[config.mk]
export PLATFORM = sky130hd
export DESIGN_NAME = i2c_byte_engine
export DESIGN_NICKNAME = d
export VERILOG_FILES = /design/src/rtl/i2c_eng_pkg.sv /design/src/rtl/i2c_sync.sv /design/src/rtl/i2c_phase_timer.sv /design/src/rtl/i2c_seq.sv /design/src/rtl/i2c_byte_engine.sv
export SDC_FILE = /design/constraint.sdc
export NUM_CORES = 1
export LEC_CHECK = 0
export BUFFER_PORTS_ARGS = -buffer_cell sky130_fd_sc_hd__buf_2
export CELL_PAD_IN_SITES_DETAIL_PLACEMENT = 1
export CELL_PAD_IN_SITES_GLOBAL_PLACEMENT = 1
export CORE_ASPECT_RATIO = 0.7
export CORE_MARGIN = 4
export CORE_UTILIZATION = 43
export DETAILED_ROUTE_END_ITERATION = 8
export PLACE_DENSITY_LB_ADDON = 0.1
export RECOVER_POWER = 25
export SLEW_MARGIN = 20
export SYNTH_ARGS = -nofsm -noshare
export SYNTH_HDL_FRONTEND = slang
export SYNTH_SLANG_ARGS = --single-unit
[constraint.sdc]
create_clock -name clk -period 2.35 [get_ports clk]
set_clock_uncertainty 0.05 [all_clocks]
set_input_delay 0.3525 -clock clk [delete_from_list [all_inputs] [get_ports clk]]
set_output_delay 0.3525 -clock clk [all_outputs]
set_load 0.1 [all_outputs]
[src/rtl/i2c_eng_pkg.sv]
package i2c_eng_pkg;

    typedef enum logic [2:0] {
        OP_START   = 3'd0,
        OP_RESTART = 3'd1,
        OP_STOP    = 3'd2,
        OP_WRITE   = 3'd3,
        OP_READ    = 3'd4
    } op_e;

    typedef enum logic [2:0] {
        ST_IDLE,
        ST_COND,
        ST_WBIT,
        ST_WACK,
        ST_RREL,
        ST_RBIT,
        ST_RACK
    } seq_state_e;

    typedef struct packed {
        logic scl;
        logic sda;
    } lines_t;

    localparam lines_t LINES_IDLE = '{scl: 1'b1, sda: 1'b1};

    // Phase length in ticks for a speed code.
    function automatic int phase_len(input logic [1:0] code, input int slow,
                                     input int fast, input int fplus);
        case (code)
            2'd0:    return slow;
            2'd1:    return fast;
            default: return fplus;
        endcase
    endfunction

    // Wire state of one step of a bus condition.
    // Start-type: (0,1) (1,1) (1,0) (0,0); a plain start begins at step 1.
    // Stop: (0,0) (1,0) (1,1).
    function automatic lines_t cond_line(input logic is_stop, input logic [1:0] step);
        lines_t l;
        if (is_stop) begin
            l.scl = (step != 2'd0);
            l.sda = (step >= 2'd2);
        end else begin
            l.scl = (step == 2'd1) || (step == 2'd2);
            l.sda = (step <= 2'd1);
        end
        return l;
    endfunction

    function automatic logic [1:0] cond_last(input logic is_stop);
        return is_stop ? 2'd2 : 2'd3;
    endfunction

endpackage

[src/rtl/i2c_sync.sv]
module i2c_sync #(
    parameter int STAGES = 2
) (
    input  logic clk,
    input  logic rst,
    input  logic d_i,
    output logic q_o
);
    logic [STAGES-1:0] sr_q;

    generate
        if (STAGES == 1) begin : g_one
            always_ff @(posedge clk) begin
                if (rst) sr_q <= '1;
                else     sr_q <= d_i;
            end
        end else begin : g_many
            always_ff @(posedge clk) begin
                if (rst) sr_q <= '1;
                else     sr_q <= {sr_q[STAGES-2:0], d_i};
            end
        end
    endgenerate

    assign q_o = sr_q[STAGES-1];
endmodule

[src/rtl/i2c_phase_timer.sv]
module i2c_phase_timer #(
    parameter int CNT_W = 4
) (
    input  logic             clk,
    input  logic             rst,
    input  logic             clear_i,
    input  logic             busy_i,
    input  logic             tick_i,
    input  logic [CNT_W-1:0] len_i,
    output logic             phase_end_o
);
    logic [CNT_W-1:0] cnt_q;

    assign phase_end_o = busy_i && tick_i && (cnt_q == len_i - CNT_W'(1));

    always_ff @(posedge clk) begin
        if (rst || clear_i)         cnt_q <= '0;
        else if (phase_end_o)       cnt_q <= '0;
        else if (busy_i && tick_i)  cnt_q <= cnt_q + CNT_W'(1);
    end


    cnt_in_range_chk: assert property (@(posedge clk) disable iff (rst)
        busy_i |-> (cnt_q < len_i));
endmodule

[src/rtl/i2c_seq.sv]
module i2c_seq
    import i2c_eng_pkg::*;
#(
    parameter int DATA_W      = 8,
    parameter int CNT_W       = 4,
    parameter int TICKS_SLOW  = 10,
    parameter int TICKS_FAST  = 3,
    parameter int TICKS_FPLUS = 1
) (
    input  logic              clk,
    input  logic              rst,
    input  logic              cmd_valid_i,
    output logic              cmd_ready_o,
    input  logic [2:0]        cmd_i,
    input  logic [1:0]        speed_i,
    input  logic [DATA_W-1:0] wr_data_i,
    input  logic              rd_ack_i,
    input  logic              sda_s_i,
    input  logic              phase_end_i,
    output logic              accept_o,
    output logic              busy_o,
    output logic [CNT_W-1:0]  len_o,
    output lines_t            lines_o,
    output logic [DATA_W-1:0] rd_data_o,
    output logic              ack_err_o,
    output logic              done_o
);
    localparam int BIT_W = (DATA_W > 1) ? $clog2(DATA_W) : 1;

    seq_state_e        state_q;
    logic [1:0]        sub_q;
    logic [BIT_W-1:0]  bit_q;
    logic              stop_q;
    logic [DATA_W-1:0] wsh_q;
    logic [DATA_W-1:0] rsh_q;
    logic              ackb_q;
    logic              err_q;
    logic              done_q;
    logic [CNT_W-1:0]  len_q;
    lines_t            line_q;
    logic              accept;
    logic              last_bit;

    assign accept   = cmd_valid_i && (state_q == ST_IDLE);
    assign last_bit = (bit_q == '0);

    always_ff @(posedge clk) begin
        if (rst) begin
            state_q <= ST_IDLE;
            sub_q   <= '0;
            bit_q   <= '0;
            stop_q  <= 1'b0;
            wsh_q   <= '0;
            rsh_q   <= '0;
            ackb_q  <= 1'b1;
            err_q   <= 1'b0;
            done_q  <= 1'b0;
            len_q   <= CNT_W'(TICKS_SLOW);
            line_q  <= LINES_IDLE;
        end else begin
            done_q <= 1'b0;
            if (accept) begin
                len_q  <= CNT_W'(phase_len(speed_i, TICKS_SLOW, TICKS_FAST, TICKS_FPLUS));
                err_q  <= 1'b0;
                ackb_q <= rd_ack_i;
                sub_q  <= 2'd0;
                bit_q  <= BIT_W'(DATA_W - 1);
                case (op_e'(cmd_i))
                    OP_START: begin
                        state_q <= ST_COND;
                        stop_q  <= 1'b0;
                        sub_q   <= 2'd1;
                        line_q  <= cond_line(1'b0, 2'd1);
                    end
                    OP_RESTART: begin
                        state_q <= ST_COND;
                        stop_q  <= 1'b0;
                        line_q  <= cond_line(1'b0, 2'd0);
                    end
                    OP_STOP: begin
                        state_q <= ST_COND;
                        stop_q  <= 1'b1;
                        line_q  <= cond_line(1'b1, 2'd0);
                    end
                    OP_WRITE: begin
                        state_q    <= ST_WBIT;
                        wsh_q      <= wr_data_i;
                        line_q.scl <= 1'b0;
                        line_q.sda <= wr_data_i[DATA_W-1];
                    end
                    OP_READ: begin
                        state_q <= ST_RREL;
                        line_q  <= '{scl: 1'b0, sda: 1'b1};
                    end
                    default: done_q <= 1'b1;
                endcase
            end else if (phase_end_i) begin
                case (state_q)
                    ST_COND: begin
                        if (sub_q == cond_last(stop_q)) begin
                            state_q <= ST_IDLE;
                            done_q  <= 1'b1;
                        end else begin
                            sub_q  <= sub_q + 2'd1;
                            line_q <= cond_line(stop_q, sub_q + 2'd1);
                        end
                    end
                    ST_WBIT: begin
                        case (sub_q)
                            2'd0: begin
                                sub_q      <= 2'd1;
                                line_q.scl <= 1'b1;
                            end
                            2'd1: begin
                                sub_q      <= 2'd2;
                                line_q.scl <= 1'b0;
                            end
                            default: begin
                                sub_q <= 2'd0;
                                if (last_bit) begin
                                    state_q <= ST_WACK;
                                    line_q  <= '{scl: 1'b0, sda: 1'b1};
                                end else begin
                                    bit_q      <= bit_q - BIT_W'(1);
                                    wsh_q      <= wsh_q << 1;
                                    line_q.sda <= wsh_q[DATA_W-2];
                                end
                            end
                        endcase
                    end
                    ST_WACK: begin
                        case (sub_q)
                            2'd0: begin
                                sub_q  <= 2'd1;
                                line_q <= '{scl: 1'b1, sda: 1'b1};
                            end
                            2'd1: begin
                                sub_q  <= 2'd2;
                                err_q  <= sda_s_i;
                                line_q <= '{scl: 1'b0, sda: 1'b1};
                            end
                            default: begin
                                sub_q   <= 2'd0;
                                state_q <= ST_IDLE;
                                done_q  <= 1'b1;
                            end
                        endcase
                    end
                    ST_RREL: begin
                        state_q <= ST_RBIT;
                        sub_q   <= 2'd0;
                        line_q  <= '{scl: 1'b1, sda: 1'b1};
                    end
                    ST_RBIT: begin
                        if (sub_q == 2'd0) begin
                            sub_q  <= 2'd1;
                            rsh_q  <= {rsh_q[DATA_W-2:0], sda_s_i};
                            line_q <= '{scl: 1'b0, sda: 1'b1};
                        end else begin
                            sub_q <= 2'd0;
                            if (last_bit) begin
                                state_q <= ST_RACK;
                                line_q  <= '{scl: 1'b0, sda: ackb_q};
                            end else begin
                                bit_q  <= bit_q - BIT_W'(1);
                                line_q <= '{scl: 1'b1, sda: 1'b1};
                            end
                        end
                    end
                    ST_RACK: begin
                        case (sub_q)
                            2'd0: begin
                                sub_q      <= 2'd1;
                                line_q.scl <= 1'b1;
                            end
                            2'd1: begin
                                sub_q      <= 2'd2;
                                line_q.scl <= 1'b0;
                            end
                            default: begin
                                sub_q   <= 2'd0;
                                state_q <= ST_IDLE;
                                done_q  <= 1'b1;
                            end
                        endcase
                    end
                    default: state_q <= ST_IDLE;
                endcase
            end
        end
    end

    assign cmd_ready_o = (state_q == ST_IDLE);
    assign accept_o    = accept;
    assign busy_o      = (state_q != ST_IDLE);
    assign len_o       = len_q;
    assign lines_o     = line_q;
    assign rd_data_o   = rsh_q;
    assign ack_err_o   = err_q;
    assign done_o      = done_q;


    line_at_boundary_chk: assert property (@(posedge clk) disable iff (rst)
        !$stable(line_q) |-> $past(phase_end_i || accept));


    sda_steady_hi_chk: assert property (@(posedge clk) disable iff (rst)
        (line_q.scl && $past(line_q.scl) && !$stable(line_q.sda)) |-> $past(state_q == ST_COND));


    done_when_idle_chk: assert property (@(posedge clk) disable iff (rst)
        done_q |-> (state_q == ST_IDLE));


    reserved_op_chk: assert property (@(posedge clk) disable iff (rst)
        (accept && (cmd_i > 3'd4)) |=> ($stable(line_q) && done_q && (state_q == ST_IDLE)));
endmodule

[src/rtl/i2c_byte_engine.sv]
module i2c_byte_engine
    import i2c_eng_pkg::*;
#(
    parameter int DATA_W      = 8,
    parameter int TICKS_SLOW  = 10,
    parameter int TICKS_FAST  = 3,
    parameter int TICKS_FPLUS = 1,
    parameter int SYNC_STAGES = 2
) (
    input  logic              clk,
    input  logic              rst,
    input  logic              tick_i,
    input  logic              cmd_valid_i,
    output logic              cmd_ready_o,
    input  logic [2:0]        cmd_i,
    input  logic [1:0]        speed_i,
    input  logic [DATA_W-1:0] wr_data_i,
    input  logic              rd_ack_i,
    output logic              done_o,
    output logic [DATA_W-1:0] rd_data_o,
    output logic              ack_err_o,
    output logic              scl_oe_o,
    output logic              sda_oe_o,
    input  logic              sda_i
);
    localparam int CNT_W = $clog2(TICKS_SLOW + 1);

    logic             sda_s;
    logic             phase_end;
    logic             accept;
    logic             busy;
    logic [CNT_W-1:0] len;
    lines_t           lines;

    i2c_sync #(.STAGES(SYNC_STAGES)) u_sync (
        .clk (clk),
        .rst (rst),
        .d_i (sda_i),
        .q_o (sda_s)
    );

    i2c_phase_timer #(.CNT_W(CNT_W)) u_timer (
        .clk         (clk),
        .rst         (rst),
        .clear_i     (accept),
        .busy_i      (busy),
        .tick_i      (tick_i),
        .len_i       (len),
        .phase_end_o (phase_end)
    );

    i2c_seq #(
        .DATA_W      (DATA_W),
        .CNT_W       (CNT_W),
        .TICKS_SLOW  (TICKS_SLOW),
        .TICKS_FAST  (TICKS_FAST),
        .TICKS_FPLUS (TICKS_FPLUS)
    ) u_seq (
        .clk         (clk),
        .rst         (rst),
        .cmd_valid_i (cmd_valid_i),
        .cmd_ready_o (cmd_ready_o),
        .cmd_i       (cmd_i),
        .speed_i     (speed_i),
        .wr_data_i   (wr_data_i),
        .rd_ack_i    (rd_ack_i),
        .sda_s_i     (sda_s),
        .phase_end_i (phase_end),
        .accept_o    (accept),
        .busy_o      (busy),
        .len_o       (len),
        .lines_o     (lines),
        .rd_data_o   (rd_data_o),
        .ack_err_o   (ack_err_o),
        .done_o      (done_o)
    );

    assign scl_oe_o = ~lines.scl;
    assign sda_oe_o = ~lines.sda;


    idle_release_chk: assert property (@(posedge clk) disable iff (rst)
        (cmd_ready_o && $past(rst)) |-> (!scl_oe_o && !sda_oe_o));
endmodule

## After elaboration in Yosys (flattened, before gate mapping)

Cells that the tools add are included.

| word-level totals | value |
|---|---|
| flip-flop bits (word level) | 39 |
| bits of input ports | 19 |
| output and inout bits | 13 |
| logic and storage cells | 144 |

| operators by class | value |
|---|---|
| $add $sub $neg | 4 |
| order comparisons | 2 |
| equal/unequal tests | 31 |
| mux-type cells | 53 |
| bitwise gates (word level) | 3 |
| reduce and logical (&&, ||, !) cells | 37 |

Operators by type and width:

| cell | number |
|---|---|
| $mux W7 | 6 |
| $mux W3 | 13 |
| $mux W2 | 9 |
| $pmux W2 S4 | 2 |
| $pmux W3 S5 | 1 |
| $eq A3 B2 Y1 const B | 4 |
| $eq A3 B3 Y1 const B | 4 |
| $ne A3 B2 Y1 const B | 4 |
| $reduce_or A2 Y1 | 6 |
| $mux W1 | 11 |
| $logic_not A3 Y1 | 3 |
| $ne A3 B3 Y1 const B | 3 |
| $pmux W3 S3 | 1 |
| $ne A4 B3 Y1 const B | 2 |
| $pmux W1 S2 | 4 |
| $pmux W2 S2 | 2 |
| $pmux W4 S2 | 1 |
| $reduce_and A4 Y1 | 2 |
| $reduce_and A8 Y1 | 1 |
| $reduce_bool A2 Y1 | 4 |
| $reduce_and A7 Y1 | 1 |
| $reduce_bool A7 Y1 | 1 |
| $eq A2 B1 Y1 const B | 3 |
| $eq A3 B1 Y1 const B | 2 |
| 30 further kinds | 40 |

## Depth between registers and ports, before layout

Gate-level depths: netlist (run 1).

| logic depth | value |
|---|---|
| depth in word-level cells | 8 |
| depth in mapped cells | 9 |
| gate-level depth less buffers | 7 |

## By module

A second synthesis (run 1) with hierarchy kept.

| second synthesis, totals | value |
|---|---|
| cells, all modules | 286 |
| area total of the unflattened synthesis | 2289.7 sq um |

Modules (own cells, without submodules):

| module | times used | cells each | area an instance (sq um) | sequential area each (sq um) |
|---|---|---|---|---|
| i2c_seq | 1 | 252 | 1940.6 | 640.6 |
| i2c_phase_timer | 1 | 28 | 289.0 | 80.1 |
| i2c_sync | 1 | 4 | 52.6 | 40.0 |
| i2c_byte_engine | 1 | 2 | 7.5 | 0.0 |

## Worst setup path before layout (run 1)

OpenSTA, ideal clock, no wires.

| timing path | value |
|---|---|
| path type | reg-to-output |
| start | reg u_seq.state_q[0] |
| end | out cmd_ready_o |
| arrival | 2.898 ns |
| required time | 1.947 ns |
| path slack | -0.950 ns |
| cell stages (with the launch flop) | 5 |
| buffers on the path | 3 |
| cells stage by stage | dfxtp_1 > buf_4 > buf_2 > buf_1 > nor3_1 |

| on the way | value |
|---|---|
| longest elaborated chain between the ends | 1 |

Ends and longest elaborated chain:

| item | line | RTL |
|---|---|---|
| start, declared | i2c_seq.sv:30 | `seq_state_e state_q;` |
| start signal, assigned | i2c_seq.sv:49 | `state_q <= ST_IDLE;` |
| start signal, assigned | i2c_seq.sv:70 | `state_q <= ST_COND;` |
| start signal, assigned | i2c_seq.sv:76 | `state_q <= ST_COND;` |
| $logic_not A3 Y1 | i2c_seq.sv:193 | `assign cmd_ready_o = (state_q == ST_IDLE);` |
| end, declared | i2c_byte_engine.sv:14 | `output logic cmd_ready_o,` |

No other way between the ends.

## Worst setup path in the final report (run 1)

| timing path | value |
|---|---|
| start | reg u_seq.sub_q[0] |
| end | reg u_seq.state_q[0] |

| on the way | value |
|---|---|
| longest elaborated chain between the ends | 4 |
| elaborated cells between the ends (all ways) | 9 |
| classes of those cells | 6 x eq/ne; 3 x reduce/logical |

Ends and longest elaborated chain:

| item | line | RTL |
|---|---|---|
| start, declared | i2c_seq.sv:31 | `logic [1:0] sub_q;` |
| start signal, assigned | i2c_seq.sv:104 | `sub_q <= sub_q + 2'd1;` |
| $eq A2 B1 Y1 or $logic_not A2 Y1 (tied branches) | - |  |
| $reduce_or A2 Y1 (no line) | - |  |
| $ne A3 B3 Y1 (no line) or $ne A3 B2 Y1 (tied branches) | - |  |
| $reduce_and A8 Y1 (no line) (*) | - |  |
| end signal, assigned | i2c_seq.sv:121 | `state_q <= ST_WACK;` |
| end signal, assigned | i2c_seq.sv:144 | `state_q <= ST_IDLE;` |
| end signal, assigned | i2c_seq.sv:182 | `state_q <= ST_IDLE;` |

Every way passes the cells marked *; elsewhere a longest branch is shown, timed or not.
A chain may end at the register's enable or synchronous reset.

==> flow_metrics.env, run 1 <==
export IMPL_status="finished, final reports clean"
export IMPL_fmax_mhz=448
export IMPL_drv_slew=0
export IMPL_dpl_worst_slack_ns=0.112
export IMPL_cap_violations=0
export IMPL_use_met1=0.297
export IMPL_syn_nets=307
export IMPL_path_class="reg2reg"
export IMPL_yosys_register_bits=38
export IMPL_grt_max_degree=30
export IMPL_fillers=670
export IMPL_insertion_delay_ns=0.29
export IMPL_worst_hold_slack_ns=0.190
export IMPL_firstDrtPassIters=4
export IMPL_start_kind="flop"
export IMPL_grt_usage=0.211
export IMPL_cts_buffers=5
export IMPL_critPathMaxFanout=7
export IMPL_min_delay_path_class="in2reg"
export IMPL_io_buffers=31
export IMPL_seq_area_um2=761
export IMPL_die_w_um=96.5
export IMPL_period_minus_slack_ns=2.23
export IMPL_cts_clk_slew_worst_paths_ns=0.07
export IMPL_multi_input_area_um2=1470
export IMPL_vias_per_cell=5.68
export IMPL_cts_sinks=38
export IMPL_nNetsFinal=341
export IMPL_dp_hpwl_um=4980
export IMPL_rows=22
export IMPL_ys_warnings_count=0
export IMPL_yosys_most_used_dff="dfxtp_1"
export IMPL_yosys_cell_types_count=61
export IMPL_layout_cells_non_filler=385
export IMPL_routed_wl_um=6620
export IMPL_fin_crit_sh=0.949
export IMPL_cp_arrival_ns=2.36
export IMPL_synth_edff_count=0
export IMPL_grt_use_met2=0.327
export IMPL_netlist_area_um2=2360
export IMPL_cts_hold_buf=0
export IMPL_cts_buffer_depth=2
export IMPL_crit_path_end_kind="flop"
export IMPL_grt_pass1_vias=2237
export IMPL_netlist_instances=280
export IMPL_start_util=0.446
export IMPL_antenna_cells=0
export IMPL_worst_slack_ns=0.119
export IMPL_grt_first_pass_wirelength_um=11200
export IMPL_tightest_slew_ns=1.17
export IMPL_grt_util_met3=0.0420
export IMPL_cts_tree="built"
export IMPL_htreeDepth=2
export IMPL_grt_busiest_layer="met2"
export IMPL_synth_area_per_cell_um2=8.42
export IMPL_ant_nets=0
export IMPL_cts_root_buf="clkbuf_8"
export IMPL_drive_gt1_frac=0.188
export IMPL_coreArea_um2=5290
export IMPL_drc=0
export IMPL_wl_per_cell_um=17.2
export IMPL_gp_congestion=0.842
export IMPL_drt_iter0_drc=149
export IMPL_p_leak_nw=1.07
export IMPL_top_level_ports=32
export IMPL_setup_violations=0
export IMPL_area_delta_synth_final_pct=15.1
export IMPL_dpl_cell_count=379
export IMPL_slew_headroom=0.224
export IMPL_yosysSeqAreaShare=0.323
export IMPL_vdd_ir_drop_max_uv=349
export IMPL_synthArstFlopShare=0
export IMPL_finalHoldViolCount=0
export IMPL_grt_overflow_total=0
export IMPL_worstPathRequired_ns=2.48
export IMPL_vias=2186
export IMPL_final_core_util=0.514
export IMPL_rsz0062_at_grt="yes"
export IMPL_dieArea_um2=6750
export IMPL_die_y_um=70.0
export IMPL_cellPowerDensity_nw_per_um2=625
export IMPL_antenna_found_initial=0
-- Yosys cell counts (3+ instances only) --
| cell | number | area, um^2 |
|---|---|---|
| nor2_1 | 21 | 78.8 |
| mux2i_1 | 14 | 140 |
| nand2b_1 | 7 | 43.8 |
| o21a_1 | 4 | 30.0 |
| a31oi_1 | 4 | 25.0 |
| inv_1 | 11 | 41.3 |
| a211oi_1 | 4 | 30.0 |
| a21oi_1 | 11 | 55.1 |
| o21ai_0 | 10 | 50.1 |
| buf_4 | 5 | 37.5 |
| a32o_1 | 3 | 30.0 |
| buf_2 | 7 | 35.0 |
| ha_1 | 8 | 100 |
| clkbuf_1 | 5 | 18.8 |
| dfxtp_1 | 38 | 761 |
| xnor2_1 | 5 | 43.8 |
| nand2_1 | 27 | 101 |
| nor3_1 | 14 | 70.1 |
| a311oi_1 | 8 | 70.1 |
| nor4_1 | 3 | 18.8 |
| xor2_1 | 8 | 70.1 |
| o22ai_1 | 3 | 18.8 |
| nand3_1 | 5 | 25.0 |
| nor2b_1 | 5 | 31.3 |
-- flip-flops by register name, summed over array words and instances (netlist names) --
signal / count
u_seq.ack_err_o: 1
u_seq.ackb_q: 1
u_seq.bit_q: 3
u_seq.done_o: 1
u_seq.len_o: 3
u_seq.lines_o: 2
u_seq.rd_data_o: 8
u_seq.state_q: 3
u_seq.stop_q: 1
u_seq.sub_q: 2
u_seq.wsh_q: 7
u_sync.sr_q: 2
u_timer.cnt_q: 4
-- worst paths after layout --
| check | start | end | slack [ns] | cells after the start |
|---|---|---|---|---|
| min reg2reg | u_sync.sr_q[0] | u_sync.sr_q[1] | 0.38 | 1 |
| max | u_seq.sub_q[0] | u_seq.state_q[0] | 0.12 | 8 |
| min | sda_i | u_sync.sr_q[0] | 0.19 | 2 |
| max reg2reg | u_seq.sub_q[0] | u_seq.state_q[0] | 0.12 | 8 |
-- cell type report --
type                       instances  area share
timing repair buffer              48      0.0995
clock buffer                       6      0.0304
tap                               72      0.0332
multi-input combinational        210       0.541
inverter                          11      0.0152
sequential                        38       0.280
-- cell families (layout without fill, tap and decap cells) --
kind of cell	Yosys count	in the layout	synth area share
buf+inv	32	65	0.0695
mux	15	15	0.0658
simple gates	106	106	0.245
compound gates	68	68	0.207
flops	38	38	0.323
xor+xnor	13	13	0.0483
fa+ha+maj	8	8	0.0424
-- critical path, cell delays in order, from the launching register on --
cell	delay, ns
dfxtp_1	0.46
inv_1	0.13
ha_1	0.28
buf_4	0.19
nor2_1	0.20
o22ai_1	0.13
a211oi_1	0.38
nand3b_1	0.15
o211a_1	0.15
-- placed cells by master, fill, tap and decap left out, types with 3 or more instances in the layout --
cell	count
a32o_1	3
nor2_1	21
a211oi_1	4
o21a_1	4
clkbuf_1	10
a21oi_1	11
dfxtp_1	38
buf_2	21
nand3_1	5
a311oi_1	8
xnor2_1	5
nor3_1	13
buf_4	17
nor2b_1	4
o22ai_1	3
mux2i_1	14
nand2b_1	7
a31oi_1	4
inv_1	11
o21ai_0	9
xor2_1	8
clkbuf_8	6
ha_1	8
nand2_1	27
-- metrics by stage --
| stage | cell area, um^2 | power, W | setup TNS [ns] |
|---|---|---|---|
| finish | 2720 | 0.00170 | 0 |
| global route | 2720 | 0.00180 | -0.0954 |
| CTS | 2710 | 0.00170 | 0 |
| detailed placement | 2630 | 0.00125 | 0 |
| global placement | 2630 | 0.00125 | 0 |
| floorplan | 2370 | 0.00111 | 0 |
-- timing repair --
action                     4_1_cts  5_1_grt
resized for setup                0        5
setup endpoints to repair        0        9
setup buffers                    0        0
hold endpoints to repair         0        0
-- report_power, final --
part / leakage, nW / total, W / switching [W] / internal [W]
Combinational: 0.720 / 0.000534 / 0.000342 / 0.000192
Clock: 0.0431 / 0.000446 / 0.000220 / 0.000226
Sequential: 0.310 / 0.000716 / 0.0000364 / 0.000680
Total: 1.07 / 0.00170 / 0.000598 / 0.00110
-- metal layers --
layer  vias up  routed length, um
met5         -                  0
met3        10                297
li1       1081                  -
met2        44               2960
met1      1051               3270
met4         0                 86
No activity file was read; power rests on OpenSTA's default activity.
==> run 2: changes to the inputs <==
--- a/config.mk
+++ b/config.mk
@@ -12,7 +12,7 @@
 export CORE_MARGIN = 4
 export CORE_UTILIZATION = 43
 export DETAILED_ROUTE_END_ITERATION = 8
-export PLACE_DENSITY_LB_ADDON = 0.1
+export PLACE_DENSITY = 0.76
 export RECOVER_POWER = 25
 export SLEW_MARGIN = 20
 export SYNTH_ARGS = -nofsm -noshare
==> run 2 against run 1 <==
Final cell count increased by 0.26%. Register-to-register slack improved by 0.06 ns. Sequential share of layout area increased by 0.18 points. Critical endpoint is now u_seq.state_q[1].
==> flow_metrics.env, run 2 (synthesis results as in run 1) <==
export IMPL_die_y_um=70.0
export IMPL_routed_wl_um=6640
export IMPL_status="finished, final reports clean"
export IMPL_drc=0
export IMPL_p_leak_nw=1.06
export IMPL_grt_first_pass_wirelength_um=11100
export IMPL_slew_headroom=0.0977
export IMPL_fmax_mhz=461
export IMPL_slowest_delay_ns=0.42
export IMPL_placed_area_um2=2620
export IMPL_vias=2181
export IMPL_gp_congestion=0.874
export IMPL_fin_area_um2=2700
export IMPL_finalHoldViolCount=0
export IMPL_cap_violations=0
export IMPL_start_util=0.446
export IMPL_drive_gt1_frac=0.182
export IMPL_cts_buffer_depth=2
export IMPL_crit_start="u_seq.sub_q[1]"
export IMPL_final_core_util=0.511
export IMPL_area_delta_synth_final_pct=14.6
export IMPL_fin_tns_setup_ns=0
export IMPL_mostFrequentLayoutCell="dfxtp_1"
export IMPL_vdd_ir_drop_max_uv=331
export IMPL_fillers=661
export IMPL_grt_usage=0.210
export IMPL_rows=22
export IMPL_htreeDepth=2
export IMPL_vias_per_cell=5.65
export IMPL_cp_depth=7
export IMPL_drt_iter0_drc=94
export IMPL_cts_hold_buf=0
export IMPL_io_buffers=31
export IMPL_worst_slack_ns=0.179
export IMPL_cts_clk_slew_worst_paths_ns=0.08
export IMPL_die_w_um=96.5
export IMPL_largest_reg_flops=8
export IMPL_ant_nets=0
export IMPL_dieArea_um2=6750
export IMPL_drv_slew=0
export IMPL_crit_path_end_kind="flop"
export IMPL_setup_violations=0
export IMPL_grt_pass1_vias=2213
export IMPL_crit_path_top_delay_cell="o21ai_0"
export IMPL_cts_root_buf="clkbuf_8"
export IMPL_dpl_worst_slack_ns=0.0831
export IMPL_cts_buffers=5
export IMPL_antenna_cells=0
export IMPL_start_kind="flop"
export IMPL_crit_chain="inv_1, ha_1, nor3b_2, o2111ai_1, o21ai_0, o2111a_1, nor3_1"
export IMPL_dp_hpwl_um=4970
export IMPL_critPathMaxFanout=9
export IMPL_cts_tree="built"
export IMPL_dpl_cell_count=378
export IMPL_reg2reg_depth=7
export IMPL_crit_end="u_seq.state_q[1]"
export IMPL_grt_overflow_total=0
export IMPL_post_cts_setup_buffers=0
export IMPL_cts_sinks=38
export IMPL_r2r_end="u_seq.state_q[1]"
export IMPL_wl_per_cell_um=17.2
export IMPL_path_class="reg2reg"
export IMPL_worstPathRequired_ns=2.43
export IMPL_critPathBufInv=1
export IMPL_timing_reg2reg_setup_slack_ns=0.18
export IMPL_final_cell_mix="dfxtp_1, nand2_1, nor2_1"
export IMPL_nNetsFinal=340
export IMPL_period_minus_slack_ns=2.17
export IMPL_fin_crit_sh=0.924
export IMPL_cp_arrival_ns=2.25
export IMPL_grt_max_degree=30
export IMPL_multi_input_area_um2=1450
export IMPL_critPathTopFamily="compound AO/OA/AOI/OAI gates"
export IMPL_r2r_start="u_seq.sub_q[1]"
export IMPL_min_delay_path_class="in2reg"
export IMPL_cellPowerDensity_nw_per_um2=636
export IMPL_rsz0062_at_grt="no"
export IMPL_tightest_slew_ns=1.35
export IMPL_layout_cells_non_filler=386
export IMPL_insertion_delay_ns=0.29
export IMPL_top_level_ports=32
export IMPL_antenna_found_initial=0
export IMPL_coreArea_um2=5290
export IMPL_cts_resized=0
export IMPL_firstDrtPassIters=4
export IMPL_seq_area_um2=762
-- run 2: area by class of cell --
| class | instances | share of cell area |
|---|---|---|
| clock buffers | 6 | 0.0306 |
| well taps | 72 | 0.0333 |
| flip-flops and latches | 38 | 0.282 |
| inverters | 11 | 0.0153 |
| clock inverters | 2 | 0.00463 |
| multi-input cells | 210 | 0.537 |
| repair buffers | 47 | 0.0968 |
-- run 2: metrics by stage --
stage | hold WS, ns | power [W]
6_report | 0.196 | 0.00172
5_1_grt | 0.192 | 0.00182
4_1_cts | 0.196 | 0.00173
3_5_place_dp | 0.348 | 0.00125
3_3_place_gp | 0.343 | 0.00124
2_1_floorplan | 0.339 | 0.00111
-- run 2: how the worst min path moves through the flow --
stage / cells past startpoint / endpoint / start
2_1_floorplan: 1 / u_sync.sr_q[1] / u_sync.sr_q[0]
3_3_place_gp: 1 / u_sync.sr_q[1] / u_sync.sr_q[0]
3_5_place_dp: 1 / u_sync.sr_q[1] / u_sync.sr_q[0]
4_1_cts: 2 / u_sync.sr_q[0] / sda_i
5_1_grt: 2 / u_sync.sr_q[0] / sda_i
6_report: 2 / u_sync.sr_q[0] / sda_i
-- run 2: power by group --
part	switching (W)	internal [W]
registers	0.0000330	0.000680
clock network	0.000248	0.000236
logic	0.000336	0.000187
total	0.000617	0.00110
-- run 2: metal layers --
metal,vias to the layer above,track usage,part of all wire
li1,1081,-,-
met1,1047,0.304,0.48
met2,47,0.323,0.46
met3,6,0.0409,0.056
met4,0,0.0373,0.0077
met5,-,0,0
